File: src/rtl/itl_pkg.sv
package itl_pkg;
  typedef enum logic [2:0] {
    ST_IDLE,
    ST_RDREQ,
    ST_RDWAIT,
    ST_WRITE,
    ST_DONE
  } itl_state_e;

  localparam logic [1:0] STAT_OK    = 2'd0;
  localparam logic [1:0] STAT_PARAM = 2'd1;
endpackage

File: src/rtl/itl_req_check.sv
module itl_req_check #(
  parameter int ADDR_W      = 64,
  parameter int CNT_W       = 16,
  parameter int MAX_ENTRIES = 512,
  parameter int LIST_SHIFT  = 12
) (
  input  logic [ADDR_W-1:0] list_addr,
  input  logic [CNT_W-1:0]  count,
  input  logic              found,
  output logic              accept
);
  localparam logic [CNT_W-1:0] MAX_CNT = CNT_W'(MAX_ENTRIES);

  logic count_ok;
  logic list_ok;

  always_comb begin
    count_ok = (count != '0) && (count <= MAX_CNT);
    list_ok  = (list_addr[LIST_SHIFT-1:0] == '0);
    accept   = found && count_ok && list_ok;
  end
endmodule

File: src/rtl/itl_cursor.sv
module itl_cursor #(
  parameter int ADDR_W      = 64,
  parameter int PAGE_SHIFT  = 12,
  parameter int LOOP_W      = 10,
  parameter int PERM_BITS   = 2,
  parameter int ENTRY_SHIFT = 3
) (
  input  logic              clk,
  input  logic              rst_n,
  input  logic              load,
  input  logic              step,
  input  logic [ADDR_W-1:0] bus_in,
  input  logic [ADDR_W-1:0] list_in,
  input  logic [LOOP_W-1:0] cnt_in,
  output logic [ADDR_W-1:0] rd_addr,
  output logic [ADDR_W-1:0] bus_addr,
  output logic [LOOP_W-1:0] idx,
  output logic              last
);
  localparam logic [ADDR_W-1:0] PAGE_BYTES = ADDR_W'(1) << PAGE_SHIFT;
  localparam logic [ADDR_W-1:0] PAGE_MASK  = ~(PAGE_BYTES - ADDR_W'(1));
  localparam logic [ADDR_W-1:0] PERM_MASK  = ~((ADDR_W'(1) << PERM_BITS) - ADDR_W'(1));

  logic [ADDR_W-1:0] base_q;
  logic [LOOP_W-1:0] cnt_q;

  always_ff @(posedge clk or negedge rst_n) begin
    if (!rst_n) begin
      base_q   <= '0;
      bus_addr <= '0;
      idx      <= '0;
      cnt_q    <= '0;
    end else if (load) begin
      base_q   <= list_in & PERM_MASK;
      bus_addr <= bus_in & PAGE_MASK;
      idx      <= '0;
      cnt_q    <= cnt_in;
    end else if (step) begin
      bus_addr <= bus_addr + PAGE_BYTES;
      idx      <= idx + LOOP_W'(1);
    end
  end

  always_comb begin
    rd_addr = base_q + (ADDR_W'(idx) << ENTRY_SHIFT);
    last    = ((idx + LOOP_W'(1)) == cnt_q);
  end
endmodule

File: src/rtl/itl_list_loader.sv
module itl_list_loader
  import itl_pkg::*;
#(
  parameter int ADDR_W      = 64,
  parameter int DATA_W      = 64,
  parameter int STAT_W      = 2,
  parameter int PAGE_SHIFT  = 12,
  parameter int LIST_SHIFT  = 12,
  parameter int MAX_ENTRIES = 512,
  parameter int CNT_W       = 16,
  parameter int PERM_BITS   = 2,
  parameter int IDX_W       = $clog2(MAX_ENTRIES)
) (
  input  logic              clk,
  input  logic              rst_n,
  input  logic              req_valid,
  output logic              req_ready,
  input  logic [ADDR_W-1:0] req_bus_addr,
  input  logic [ADDR_W-1:0] req_list_addr,
  input  logic [CNT_W-1:0]  req_count,
  input  logic              req_table_found,
  output logic              rd_req_valid,
  input  logic              rd_req_ready,
  output logic [ADDR_W-1:0] rd_req_addr,
  input  logic              rd_rsp_valid,
  output logic              rd_rsp_ready,
  input  logic [DATA_W-1:0] rd_rsp_data,
  output logic              wr_valid,
  input  logic              wr_ready,
  output logic [ADDR_W-1:0] wr_addr,
  output logic [DATA_W-1:0] wr_data,
  input  logic [STAT_W-1:0] wr_status,
  output logic              done_valid,
  output logic [STAT_W-1:0] done_status,
  output logic [IDX_W-1:0]  done_index
);
  localparam int LOOP_W      = $clog2(MAX_ENTRIES + 1);
  localparam int ENTRY_SHIFT = $clog2(DATA_W / 8);

  itl_state_e        state_q;
  logic              req_ok;
  logic              load;
  logic              step;
  logic [LOOP_W-1:0] idx;
  logic              last;
  logic [ADDR_W-1:0] cur_rd_addr;
  logic [ADDR_W-1:0] cur_bus_addr;
  logic [DATA_W-1:0] entry_q;
  logic              wr_fire;
  logic              wr_fail;

  itl_req_check #(
    .ADDR_W     (ADDR_W),
    .CNT_W      (CNT_W),
    .MAX_ENTRIES(MAX_ENTRIES),
    .LIST_SHIFT (LIST_SHIFT)
  ) u_check (
    .list_addr(req_list_addr),
    .count    (req_count),
    .found    (req_table_found),
    .accept   (req_ok)
  );

  itl_cursor #(
    .ADDR_W     (ADDR_W),
    .PAGE_SHIFT (PAGE_SHIFT),
    .LOOP_W     (LOOP_W),
    .PERM_BITS  (PERM_BITS),
    .ENTRY_SHIFT(ENTRY_SHIFT)
  ) u_cursor (
    .clk     (clk),
    .rst_n   (rst_n),
    .load    (load),
    .step    (step),
    .bus_in  (req_bus_addr),
    .list_in (req_list_addr),
    .cnt_in  (req_count[LOOP_W-1:0]),
    .rd_addr (cur_rd_addr),
    .bus_addr(cur_bus_addr),
    .idx     (idx),
    .last    (last)
  );

  always_comb begin
    req_ready    = (state_q == ST_IDLE);
    rd_req_valid = (state_q == ST_RDREQ);
    rd_rsp_ready = (state_q == ST_RDWAIT);
    wr_valid     = (state_q == ST_WRITE);
    done_valid   = (state_q == ST_DONE);
    rd_req_addr  = cur_rd_addr;
    wr_addr      = cur_bus_addr;
    wr_data      = entry_q;
    load         = req_ready && req_valid && req_ok;
    wr_fire      = wr_valid && wr_ready;
    wr_fail      = wr_fire && (wr_status != '0);
    step         = wr_fire && !wr_fail && !last;
  end

  always_ff @(posedge clk or negedge rst_n) begin
    if (!rst_n) begin
      state_q     <= ST_IDLE;
      entry_q     <= '0;
      done_status <= '0;
      done_index  <= '0;
    end else begin
      case (state_q)
        ST_IDLE: begin
          if (req_valid) begin
            if (req_ok) begin
              state_q <= ST_RDREQ;
            end else begin
              done_status <= STAT_W'(STAT_PARAM);
              done_index  <= '0;
              state_q     <= ST_DONE;
            end
          end
        end
        ST_RDREQ: begin
          if (rd_req_ready) state_q <= ST_RDWAIT;
        end
        ST_RDWAIT: begin
          if (rd_rsp_valid) begin
            entry_q <= rd_rsp_data;
            state_q <= ST_WRITE;
          end
        end
        ST_WRITE: begin
          if (wr_fail) begin
            done_status <= wr_status;
            done_index  <= (idx == '0) ? '0 : IDX_W'(idx - LOOP_W'(1));
            state_q     <= ST_DONE;
          end else if (wr_fire) begin
            if (last) begin
              done_status <= STAT_W'(STAT_OK);
              done_index  <= IDX_W'(idx);
              state_q     <= ST_DONE;
            end else begin
              state_q <= ST_RDREQ;
            end
          end
        end
        default: state_q <= ST_IDLE;
      endcase
    end
  end
endmodule

File: config.mk
export PLATFORM = sky130hd
export DESIGN_NAME = itl_list_loader
export DESIGN_NICKNAME = d
export VERILOG_FILES = /design/src/rtl/itl_pkg.sv /design/src/rtl/itl_req_check.sv /design/src/rtl/itl_cursor.sv /design/src/rtl/itl_list_loader.sv
export SDC_FILE = /design/constraint.sdc
export NUM_CORES = 1
export LEC_CHECK = 0
export ABC_AREA = 1
export BUFFER_PORTS_ARGS = -buffer_cell sky130_fd_sc_hd__buf_2
export CAP_MARGIN = 40
export CORE_UTILIZATION = 50
export CTS_CLUSTER_SIZE = 10
export DETAILED_ROUTE_END_ITERATION = 10
export PLACE_DENSITY = 0.81
export SYNTH_ARGS = -nofsm -noshare
export SYNTH_HDL_FRONTEND = slang
export SYNTH_SLANG_ARGS = --single-unit
export TNS_END_PERCENT = 20
File: constraint.sdc
create_clock -name clk -period 4.85 [get_ports clk]
set_clock_uncertainty 0.15 [all_clocks]
set_input_delay 0 -clock clk [delete_from_list [all_inputs] [get_ports clk]]
set_output_delay 0 -clock clk [all_outputs]
set_load 0.02 [all_outputs]
==> summary.txt <==
Drt
  • DR iter-0 viols: 1485
  • 1st-pass router iterations: 6
  • Detailed Route WL: 50.7 mm
  • Vias: 14800
  • Vias/cell: 5.60
  • DR DRC count: 0
  • Wire per inst: 19.2 µm
  • Post-DRT Antenna Nets: 0

Timing
  • Worst Tran Pin Value: 844 ps
  • Hold WS: 43.8 ps
  • Final WS setup: 1220 ps
  • RSZ-0062 raised after global routing: false
  • Crit share post-route: 74.8%
  • Fin. Hold Viols: 0
  • Setup Viol. Count Final: 0
  • Post-layout minimum cycle time: 3630 ps
  • Fin Setup TNS: 0 ps
  • Fmax achieved: 276 MHz
  • Max-slew violations: 0
  • Slew margin rel.: 43.8%

GRT
  • Total gr overflow: 0
  • Initial antenna violation count: 2
  • Pin count of the biggest net entering global routing: 92
  • Tot GR Track Use: 37.1%
  • First-pass GRT wire length: 78.0 mm
  • Vias in the first global route: 14800

Critical path
  • Delay of the slowest critical-path stage: 480 ps
  • Worst-path cell chain: ha_1, a21oi_1, nand2_1, a21boi_1, inv_1, nand2_1, nand2_1, a21oi_1, inv_1, nand2_1, xnor2_1, buf_2
  • Setup CP Type: reg -> out
  • Worst EP required: 4700 ps
  • Startpoint types: flip-flop
  • Critical path's top delay family: compound AO/OA/AOI/OAI gates
  • CP Capture Type: primary output
  • WP buf/inv: 3
  • CP dominant cell by count: nand2_1
  • CP max stage cell: dfrtp_1
  • Crit path DAT: 3480 ps
  • Crit path max fanout: 8

Clock network
  • Clock transition at path regs: 60 ps
  • Clock root cell: clkbuf_16
  • TritonCTS Buffers: 27
  • Number of post-CTS setup repair buffers: 0
  • H-tree levels: 1
  • CTS tree: built
  • Worst skew pair latency: 550 ps
  • CTS Buffer Depth: 3
  • # clock sinks: 212

Die
  • Die area: 26900 µm²
  • Num rows: 58
  • Initial core utilization: 51.4%
  • Die width: 164 µm
  • I/O Pins: 425
  • Die height: 164 µm
  • Core area: 25500 µm²

Power and ir drop
  • Combinational fraction of design power: 32.1%
  • Sequential cell fraction of total power: 37.9%
  • Int Pwr: 3.91 mW
  • Clk network pwr share: 30.0%
  • Tot Pwr: 6.17 mW
  • Sw Ratio: 36.6%
  • Switching pwr: 2.26 mW
  • Power Density: 341 nW/µm²
  • Leak Pwr: 9.21 nW
  • Peak VDD IR: 0.377 mV

Yosys
  • Dominant cells by area after synthesis: dfrtp_1 40%, nand2_1 14%, mux2_2 8.5%
  • Synth Flop Type: dfrtp_1
  • EDFF count, synth: 0
  • Ys Warns: 0
  • Synth unique cells: 39
  • Post-synth top area cell: dfrtp_1
  • Mapped Cells: 1723
  • Count leader, synth: nand2_1
  • Post-synthesis sequential area ratio: 40.5%
  • Synthesized flop and latch total: 212
  • Top cells by count, synth: 493 x nand2_1, 212 x dfrtp_1, 201 x nor2_1
  • Mapped Avg Cell Area: 7.61 µm²
  • Share of Yosys cell area claimed by the top area cell type: 40.5%
  • Async set or reset register ratio after synthesis: 100%
  • Mapped Area: 13100 µm²

Final layout
  • Layout area overhead: 38.1%
  • Post-layout util: 71.0%
  • Filler cell count in the final layout: 1890
  • Final instance area: 18100 µm²
  • Share of cells above drive strength 1: 24.2%
  • Finished Layout Cells: 2644
  • Final nets: 2533

Min path
  • Worst hold path class: in -> reg

Placed design
  • Placed cell areas: 15300 µm²
  • Placed insts: 2408
  • IO buf count: 398
  • Detail Placement HPWL: 33.6 mm
  • RD Place Congestion: 1.03
  • DP Worst Slack: 1820 ps

Run status
  • Status: completed

Flow run
  • MaxCap Viol Count: 0
placed cells by master, fill, tap and decap left out, types with 2 or more instances in the layout:
cell type / Yosys / routed
a21o_1: 2 / 2
a21oi_1: 40 / 40
and3_1: 3 / 3
buf_16: 0 / 2
buf_2: 26 / 397
buf_4: 15 / 8
clkbuf_1: 17 / 3
clkbuf_16: 0 / 27
clkbuf_8: 0 / 5
clkinv_2: 0 / 2
conb_1: 1 / 14
dfrtp_1: 212 / 212
diode_2: 0 / 2
dlygate4sd3_1: 0 / 194
ha_1: 13 / 13
inv_1: 146 / 146
inv_2: 7 / 7
mux2_2: 99 / 99
nand2_1: 493 / 492
nand2_2: 3 / 4
nand3_1: 150 / 149
nand3b_1: 2 / 2
nand4_1: 43 / 43
nor2_1: 201 / 201
nor3_1: 41 / 41
nor4_1: 9 / 9
nor4b_1: 2 / 2
o21ai_0: 61 / 61
o21ai_1: 3 / 3
o31ai_1: 4 / 4
xnor2_1: 44 / 44
xor2_1: 67 / 67
power groups by stage:
stage | combinational, mW | clock [mW] | sequential (mW)
after floorplan | 0.730 | 0 | 2.64
after global placement | 1.71 | 0 | 2.29
after detailed placement | 1.74 | 0 | 2.30
after CTS | 1.88 | 1.86 | 2.29
after global routing | 2.09 | 1.95 | 2.36
final | 1.98 | 1.85 | 2.34
logic make-up (layout without fill, tap and decap cells):
family / count (synthesis) / in the layout / share of synthesized area (%)
simple gates: 950 / 950 / 30.4
compound gates: 116 / 116 / 4.65
flops: 212 / 212 / 40.5
other cells: 1 / 16 / 0.0286
mux: 99 / 99 / 8.51
xor+xnor: 111 / 111 / 7.42
buf+inv: 220 / 796 / 7.15
fa+ha+maj: 14 / 14 / 1.39
sequential cells by signal (all words and copies together) (netlist names):
signal / count
wr_data: 64
u_cursor.base_q: 62
u_cursor.bus_addr: 52
u_cursor.cnt_q: 10
u_cursor.idx: 10
done_index: 9
state_q: 3
done_status: 2
per-layer routing:
| layer | part of all wire, % | GRT usage, % | vias up |
|---|---|---|---|
| li1 | - | - | 6707 |
| met1 | 38 | 45.6 | 6987 |
| met2 | 49 | 63.5 | 907 |
| met3 | 8.7 | 6.29 | 217 |
| met4 | 4.9 | 17.3 | 0 |
| met5 | 0 | 0 | - |
repair_timing:
item                      in CTS  in global routing
hold buffers                 195                  0
hold endpoints to repair     310                  0
gates resized for setup        0                  0
tightest hold or removal path, cell delays in order:
cell and delay [ps]:
buf_2 110, nand3_1 70, nor2_1 80, nand2_1 260
nand3_1 120, nand2_1 60
final timing paths:
path	from	end	slack, ps	cells after the start
min in group asynchronous	rst_n	u_cursor.base_q[25]$_DFFE_PN0P_	380	4
max reg2reg	state_q[0]$_DFFE_PN0P_	u_cursor.bus_addr[43]$_DFFE_PN0P_	1550	8
max	u_cursor.idx[2]$_DFFE_PN0P_	rd_req_addr[48]	1220	12
min	req_table_found	u_cursor.idx[0]$_DFFE_PN0P_	40	6
min reg2reg	done_index[0]$_DFFE_PN0P_	done_index[0]$_DFFE_PN0P_	320	2
max in group asynchronous	rst_n	state_q[0]$_DFFE_PN0P_	3110	5
layout make-up:
type	count	area (µm²)	area share [%]
inverter	154	578	3.19
tap	330	413	2.28
antenna	2	5.00	0.0277
clock inverter	5	46.3	0.256
clock buffer	34	742	4.10
timing repair buffer	603	4080	22.5
sequential	212	5310	29.3
multi-input combinational	1304	6930	38.3
Note: power is estimated with default switching activity, not from simulation.
